`config.mk`:
```
export PLATFORM = sky130hd
export DESIGN_NAME = tcs_clk_select
export DESIGN_NICKNAME = d
export VERILOG_FILES = /design/src/rtl/tcs_pkg.sv /design/src/rtl/tcs_prescaler.sv /design/src/rtl/tcs_pin_sync.sv /design/src/rtl/tcs_clk_select.sv
export SDC_FILE = /design/constraint.sdc
export NUM_CORES = 1
export LEC_CHECK = 0
export CORE_MARGIN = 2
export CORE_UTILIZATION = 26
export DETAILED_ROUTE_END_ITERATION = 10
export PLACE_DENSITY_LB_ADDON = 0.08
export SLEW_MARGIN = 20
export SYNTH_ARGS = -nofsm -noshare
export SYNTH_HDL_FRONTEND = slang
export SYNTH_SLANG_ARGS = --single-unit
```
`constraint.sdc`:
```
create_clock -name clk -period 2.8 [get_ports clk]
set_input_delay 0.56 -clock clk [delete_from_list [all_inputs] [get_ports clk]]
set_output_delay 0.56 -clock clk [all_outputs]
set_load 0.01 [all_outputs]
```
`src/rtl/tcs_pkg.sv`:
```
// Shared constants and the mode encoding of the timer count-enable selector.
// Assumes the divided taps are powers of two and fit inside the prescaler.
package tcs_pkg;
    localparam int PSC_W  = 10;
    localparam int N_TAPS = 4;
    // log2 of each divided tap, in mode-code order starting at code 2
    localparam int TAP_LOG2 [N_TAPS] = '{3, 6, 8, 10};

    typedef enum logic [2:0] {
        CS_STOP     = 3'd0,
        CS_SYS      = 3'd1,
        CS_DIV8     = 3'd2,
        CS_DIV64    = 3'd3,
        CS_DIV256   = 3'd4,
        CS_DIV1024  = 3'd5,
        CS_EXT_FALL = 3'd6,
        CS_EXT_RISE = 3'd7
    } cs_mode_e;
endpackage

```
`src/rtl/tcs_prescaler.sv`:
```
// Free-running prescaler. It counts every cycle whatever the mode is.
// Each tap is high in the cycle where its low bits are all ones, which is
// the cycle just before they wrap to zero. Assumes TAP_LOG2 entries <= W.
module tcs_prescaler
    import tcs_pkg::*;
#(
    parameter int W  = PSC_W,
    parameter int NT = N_TAPS
) (
    input  logic          clk,
    input  logic          rst_n,
    input  logic          clr,
    output logic [NT-1:0] tap
);
    logic [W-1:0] cnt_q;

    // Count up every cycle; reset or software clear returns to zero
    always_ff @(posedge clk) begin
        if (!rst_n || clr) cnt_q <= '0;
        else               cnt_q <= cnt_q + 1'b1;
    end

    // One wrap detector per divided tap
    for (genvar g = 0; g < NT; g++) begin : g_tap
        localparam int LB = TAP_LOG2[g];
        assign tap[g] = &cnt_q[LB-1:0];
    end
endmodule

```
`src/rtl/tcs_pin_sync.sv`:
```
// External pin synchroniser and edge detector. The pin is captured on the
// falling clock edge, which stands in for a latch open during the high
// phase, then re-registered on the rising edge. The edge history is
// compared with the synchronised level. Assumes each pin half period is
// longer than one system cycle.
module tcs_pin_sync (
    input  logic clk,
    input  logic rst_n,
    input  logic pin_async,
    output logic pin_s,
    output logic rise,
    output logic fall
);
    logic cap_q;
    logic sync_q;
    logic hist_q;

    // Half-cycle capture of the asynchronous pin
    always_ff @(negedge clk) begin
        if (!rst_n) cap_q <= 1'b0;
        else        cap_q <= pin_async;
    end

    // Rising-edge synchroniser stage and edge history
    always_ff @(posedge clk) begin
        if (!rst_n) begin
            sync_q <= 1'b0;
            hist_q <= 1'b0;
        end else begin
            sync_q <= cap_q;
            hist_q <= sync_q;
        end
    end

    assign pin_s = sync_q;
    assign rise  = sync_q & ~hist_q;
    assign fall  = ~sync_q & hist_q;
endmodule

```
`src/rtl/tcs_clk_select.sv`:
```
// Top of the timer count-enable selector. It muxes the stop, every-cycle,
// prescaler-tap and pin-edge sources by mode code and registers the result
// into a single-cycle enable. Assumes cs_code is synchronous to clk.
module tcs_clk_select
    import tcs_pkg::*;
#(
    parameter int PSC_BITS = PSC_W
) (
    input  logic       clk,
    input  logic       rst_n,
    input  logic [2:0] cs_code,
    input  logic       psc_clr,
    input  logic       ext_pin,
    output logic       cnt_en,
    output logic       pin_sync
);
    localparam int NT = N_TAPS;

    logic [NT-1:0] tap;
    logic          pin_rise;
    logic          pin_fall;
    logic          pick;
    logic          en_q;

    tcs_prescaler #(.W(PSC_BITS), .NT(NT)) u_psc (
        .clk   (clk),
        .rst_n (rst_n),
        .clr   (psc_clr),
        .tap   (tap)
    );

    tcs_pin_sync u_pin (
        .clk       (clk),
        .rst_n     (rst_n),
        .pin_async (ext_pin),
        .pin_s     (pin_sync),
        .rise      (pin_rise),
        .fall      (pin_fall)
    );

    // Select the enable source named by the mode code
    always_comb begin
        unique case (cs_mode_e'(cs_code))
            CS_STOP:     pick = 1'b0;
            CS_SYS:      pick = 1'b1;
            CS_DIV8:     pick = tap[0];
            CS_DIV64:    pick = tap[1];
            CS_DIV256:   pick = tap[2];
            CS_DIV1024:  pick = tap[3];
            CS_EXT_FALL: pick = pin_fall;
            CS_EXT_RISE: pick = pin_rise;
            default:     pick = 1'b0;
        endcase
    end

    // Register the chosen source into the count enable
    always_ff @(posedge clk) begin
        if (!rst_n) en_q <= 1'b0;
        else        en_q <= pick;
    end

    assign cnt_en = en_q;
endmodule

```
==> impl_results.md, run 1 <==
- Outcome: complete, no violations
- Clk root buf: clkbuf_4
- Final setup margin: 500 ps
- Req. time, crit path: 1630 ps
- First-pass GRT wire length: 1.73 mm
- Clock power frac: 0.391
- Core Footprint: 2170 sq um
- Vias in the first global route: 396
- 1st-iter DRT viols: 5
- Least-Margin Pin Slew: 401 ps
- Psw: 0.0822 mW
- CTS tree: done
- IO Pins: 9
- Fillcell total: 246
- Hpwl dp: 765 microns
- Vias: 443
- Mean number of vias per cell: 4.22
- Arr. time, crit path: 1130 ps
- Layout Skew: 54.2 ps
- Maximum VDD drop: 0.000229 V
- Area growth, synth to finish: 26.7%
- Yosys reg bits: 14
- Comb power frac: 0.073
- CTS H-Tree Depth: 1
- Setup TNS: 0 ps
- Layout Nets: 87
- DRT Wirelength: 1.00 mm
- Buf+Inv Stages, Crit Path: 1
- Slew Viols, Final: 0
- Clk sink count: 14
- Yosys warns: 0
- Congestion Overflow GR: 0
- Max cap viols: 0
- Worst slew margin: 0.733
- PortBufs: 8
- CP Max Fanout: 2
- Critical-path cell list: clkdlybuf4s50_1 > and2_1
- Max incr delay on CP: 410 ps
- DRT Pass-1 Iters: 4
- Die Wd: 51.3 microns
- Most frequent cells in the layout: dfxtp_1 (14), nor2_1 (9), clkdlybuf4s50_1 (8)
- Area of the multi-input gates: 279 sq um
- Hold Fails Final Rpt: 0
- Switch share: 0.215
- EDFF count, synth: 0
- Cts hold-fix bufs: 0
- Syn nets: 74
- Startpoint Class: input port
- Delay-heaviest family, CP: buffers and inverters
- Endpoint class of the critical path: flip-flop
- Hold WC Path Type: reg2reg
- Ys flop type: dfxtp_1
- Seq pwr share: 0.536
- Place WS: 151 ps
- Post-CTS sizing: 0
- Most common cell after layout, fill and taps aside: dfxtp_1
- Leakage: 0.270 nW
- Setup Viol. Count Final: 0
- Die area: 2630 sq um
- Initial antenna violation count: 0
- Die Y: 51.3 microns
- RSZ-0062 raised after global routing: false
- Largest net degree at the start of global routing: 11
- Clk slew on worst S/H paths: 80 ps
- Clk_lat worst skew: 330 ps
- Sequential cell area: 280 sq um
- Layout cell share with drive strength beyond 1: 0.0779
- Initial Util: 0.268
- Postcts setup bufs: 0
- P per Cell Area: 519 nW/um^2
- Critical path type: in2reg
- Clock buffer depth: 2
- Mean Syn Cell Area: 8.95 sq um
- Internal: 0.300 mW
- DRC viols: 0
- FFs w/ async S/R, synth: 0
- Netlist cell types: 21
- CTS buffer count: 3
- Seq/Total Area, Yosys: 0.482
- Detail Route Antenna Nets: 0
- Post-synthesis cell count: 65
- # diodes: 0
- Critical-path top delay cell: clkdlybuf4s50_1
- Cell area after synthesis: 582 sq um
- Gr usage total: 0.0955
- RD Place Congestion: 0.655
- DR WL/cell: 9.54 microns
- # rows: 17
## power by group through the flow
stage	sequential, mW	combinational [mW]	clock (mW)
after global routing	0.206	0.0311	0.170
after CTS	0.205	0.0282	0.157
final	0.205	0.0278	0.150
after floorplan	0.210	0.0111	0.00447
after global placement	0.210	0.0281	0.00447
after detailed placement	0.210	0.0280	0.00447
## routing by layer
layer,up-vias,GRT usage,wire length [microns]
li1,246,-,-
met1,189,0.120,512
met2,6,0.121,414
met3,2,0.0614,57
met4,0,0.0526,17
met5,-,0,0
## synthesized netlist by cell type (2+ instances only)
cell      instances  share of area
xor2_1            4          0.060
dfxtp_1          14           0.48
nand2b_1          2          0.022
nand2_1           5          0.032
nand4_1           2          0.022
nor2_1            9          0.058
ha_1              2          0.043
o21ai_0           3          0.026
nand3_1           3          0.026
a21oi_1           2          0.017
nor3_1            2          0.017
xnor2_1           2          0.030
inv_1             5          0.032
and2_1            3          0.032
## logic make-up after synthesis
group,count (synthesis),synth area share
and+or+nand+nor,28,0.234
DFF,14,0.482
AOI/OAI and AO/OA,9,0.112
xor gates and xnor gates,6,0.0903
buffers and inverters,6,0.0387
adders and majority gates,2,0.0430
## sequential cells by signal, summed over array words and instances (netlist names)
signal and count:
cnt_en 1, u_psc.cnt_q 10, u_pin.pin_s 1, u_pin.hist_q 1
u_pin.cap_q 1
## through the flow
step                      hold WS, ps  cells  utilization  total power [mW]  area [sq um]
after CTS                         481    105        0.340             0.391           737
after detailed placement          459    101        0.323             0.242           701
final                             477    105        0.340             0.383           737
after floorplan                   430     65            -             0.226           582
after global routing              514    105        0.340             0.407           737
after global placement            449    101        0.323             0.242           701
## cell type report
class | count | area share
flip-flops and latches | 14 | 0.380
multi-input cells | 45 | 0.379
repair buffers | 9 | 0.119
clock buffers | 4 | 0.0492
well taps | 28 | 0.0475
inverters | 4 | 0.0204
clock inverters | 1 | 0.00509
## path summary, 6_finish.rpt
| kind | end | cells after the start | slack [ps] | from |
|---|---|---|---|---|
| hold reg to reg | u_psc.cnt_q[0]$_SDFF_PP0_ | 1 | 480 | u_psc.cnt_q[0]$_SDFF_PP0_ |
| hold / removal | u_psc.cnt_q[0]$_SDFF_PP0_ | 1 | 480 | u_psc.cnt_q[0]$_SDFF_PP0_ |
| setup / recovery | u_pin.cap_q$_SDFF_NN0_ | 2 | 500 | rst_n |
| setup reg to reg | u_pin.pin_s$_SDFF_PN0_ | 1 | 830 | u_pin.cap_q$_SDFF_NN0_ |
(Power assumes the default switching activity.)
==> run 2, diff against run 1 <==
==> constraint.sdc (replaced) <==
create_clock -name clk -period 1.92 [get_ports clk]
set_input_delay 0.384 -clock clk [delete_from_list [all_inputs] [get_ports clk]]
set_output_delay 0.384 -clock clk [all_outputs]
set_load 0.01 [all_outputs]
==> run 2 against run 1 <==
Global-route usage unchanged. Sequential share of layout area unchanged. Cell count unchanged. Setup slack worse by 260 ps. Non-clock buffer count unchanged. Critical path type unchanged. Largest cell class unchanged. Largest power group unchanged.
==> impl_results.md, run 2 (synthesized netlist as in run 1, its figures left out) <==
- Worst slew margin: 0.710
- Die Y: 51.3 microns
- Hold WC Path Type: reg2reg
- # diodes: 0
- DRT Pass-1 Iters: 4
- CTS buffer count: 3
- Delay-heaviest family, CP: buffers and inverters
- Clk root buf: clkbuf_4
- Most frequent cells in the layout: dfxtp_1 (14), nor2_1 (9), clkdlybuf4s50_1 (8)
- Sequential cell area: 280 sq um
- Core Footprint: 2170 sq um
- PortBufs: 8
- Setup Viol. Count Final: 0
- Arr. time, crit path: 950 ps
- Clk_lat worst skew: 330 ps
- CTS H-Tree Depth: 1
- Detail Route Antenna Nets: 0
- Hold Fails Final Rpt: 0
- Critical-path top delay cell: clkdlybuf4s50_1
- Clk slew on worst S/H paths: 90 ps
- Worst Setup SP: rst_n
- Power Total: 0.556 mW
- Max incr delay on CP: 410 ps
- Max cap viols: 0
- # rows: 17
- Non-filler cells, final: 105
- Vias: 452
- Fillcell total: 247
- Vias in the first global route: 425
- First-pass GRT wire length: 1.79 mm
- Psw: 0.118 mW
- Initial Util: 0.268
- Hold Path Origin: u_psc.cnt_q[0]$_SDFF_PP0_
- Area growth, synth to finish: 26.7%
- Cts hold-fix bufs: 0
- DRT Wirelength: 1.02 mm
- Least-Margin Pin Slew: 435 ps
- Area of the multi-input gates: 279 sq um
- Die area: 2630 sq um
- Internal: 0.438 mW
- Switch share: 0.212
- Largest net degree at the start of global routing: 11
- DR WL/cell: 9.72 microns
- Outcome: complete, no violations
- 1st-iter DRT viols: 6
- Die Wd: 51.3 microns
- Max FFs per register: 10
- R2r startpoint: u_pin.cap_q$_SDFF_NN0_
- Critical-path cell list: clkdlybuf4s50_1 > and2_1
- Endpoint class of the critical path: flip-flop
- Slew Viols, Final: 0
- Clock buffer depth: 2
- Buf+Inv Stages, Crit Path: 1
- Leakage: 0.270 nW
- Mean number of vias per cell: 4.30
- Post-CTS sizing: 0
- RSZ-0062 raised after global routing: false
- Seq pwr share: 0.539
- P per Cell Area: 754 nW/um^2
- Layout Skew: 55.1 ps
- Placed cells: 101
- Top reg by flops: u_psc.cnt_q
- CTS tree: done
- Maximum VDD drop: 0.000307 V
- Startpoint Class: input port
- Req. time, crit path: 1190 ps
- Comb power frac: 0.073
- Congestion Overflow GR: 0
- DRC viols: 0
- Clk sink count: 14
- Layout cell share with drive strength beyond 1: 0.0779
- Most common cell after layout, fill and taps aside: dfxtp_1
- WHS: 473 ps
- Hpwl dp: 804 microns
- CP Max Fanout: 2
- IO Pins: 9
- Critical path type: in2reg
- Clock power frac: 0.387
- Initial antenna violation count: 0
- Gr usage total: 0.0955
- Layout Nets: 87
- RD Place Congestion: 0.663
- Postcts setup bufs: 0
-- run 2: cell type report --
type                       instances  area share
clock buffer                       4      0.0492
clock inverter                     1     0.00509
inverter                           4      0.0204
multi-input combinational         45       0.379
sequential                        14       0.380
tap                               28      0.0475
timing repair buffer               9       0.119
-- run 2: final timing paths --
path / endpoint / slack (ps) / depth (start not counted)
worst min-delay path: u_psc.cnt_q[0]$_SDFF_PP0_ / 470 / 1
worst min register to register: u_psc.cnt_q[0]$_SDFF_PP0_ / 470 / 1
worst max-delay path: u_pin.cap_q$_SDFF_NN0_ / 240 / 2
worst max register to register: u_pin.pin_s$_SDFF_PN0_ / 390 / 1
-- run 2: metrics by stage --
stage	TNS, ps	utilization	cell area (sq um)	setup slack (ps)
floorplan	0	-	582	336
CTS	0	0.340	737	238
global route	0	0.340	737	225
detailed placement	-113	0.323	701	-113
global placement	-98.2	0.323	701	-98.2
finish	0	0.340	737	236
-- run 2: metal layers --
layer / up-vias / wire, microns / global-route usage
li1: 247 / - / -
met1: 194 / 472 / 0.111
met2: 9 / 474 / 0.145
met3: 2 / 56 / 0.0526
met4: 0 / 17 / 0.0395
met5: - / 0 / 0
-- run 2: power by group through the flow --
stage	Sequential (mW)	Clock (mW)	Combinational, mW
5_1_grt	0.300	0.243	0.0449
3_3_place_gp	0.306	0.00652	0.0411
4_1_cts	0.300	0.225	0.0415
2_1_floorplan	0.307	0.00652	0.0162
3_5_place_dp	0.306	0.00652	0.0413
6_report	0.299	0.215	0.0408
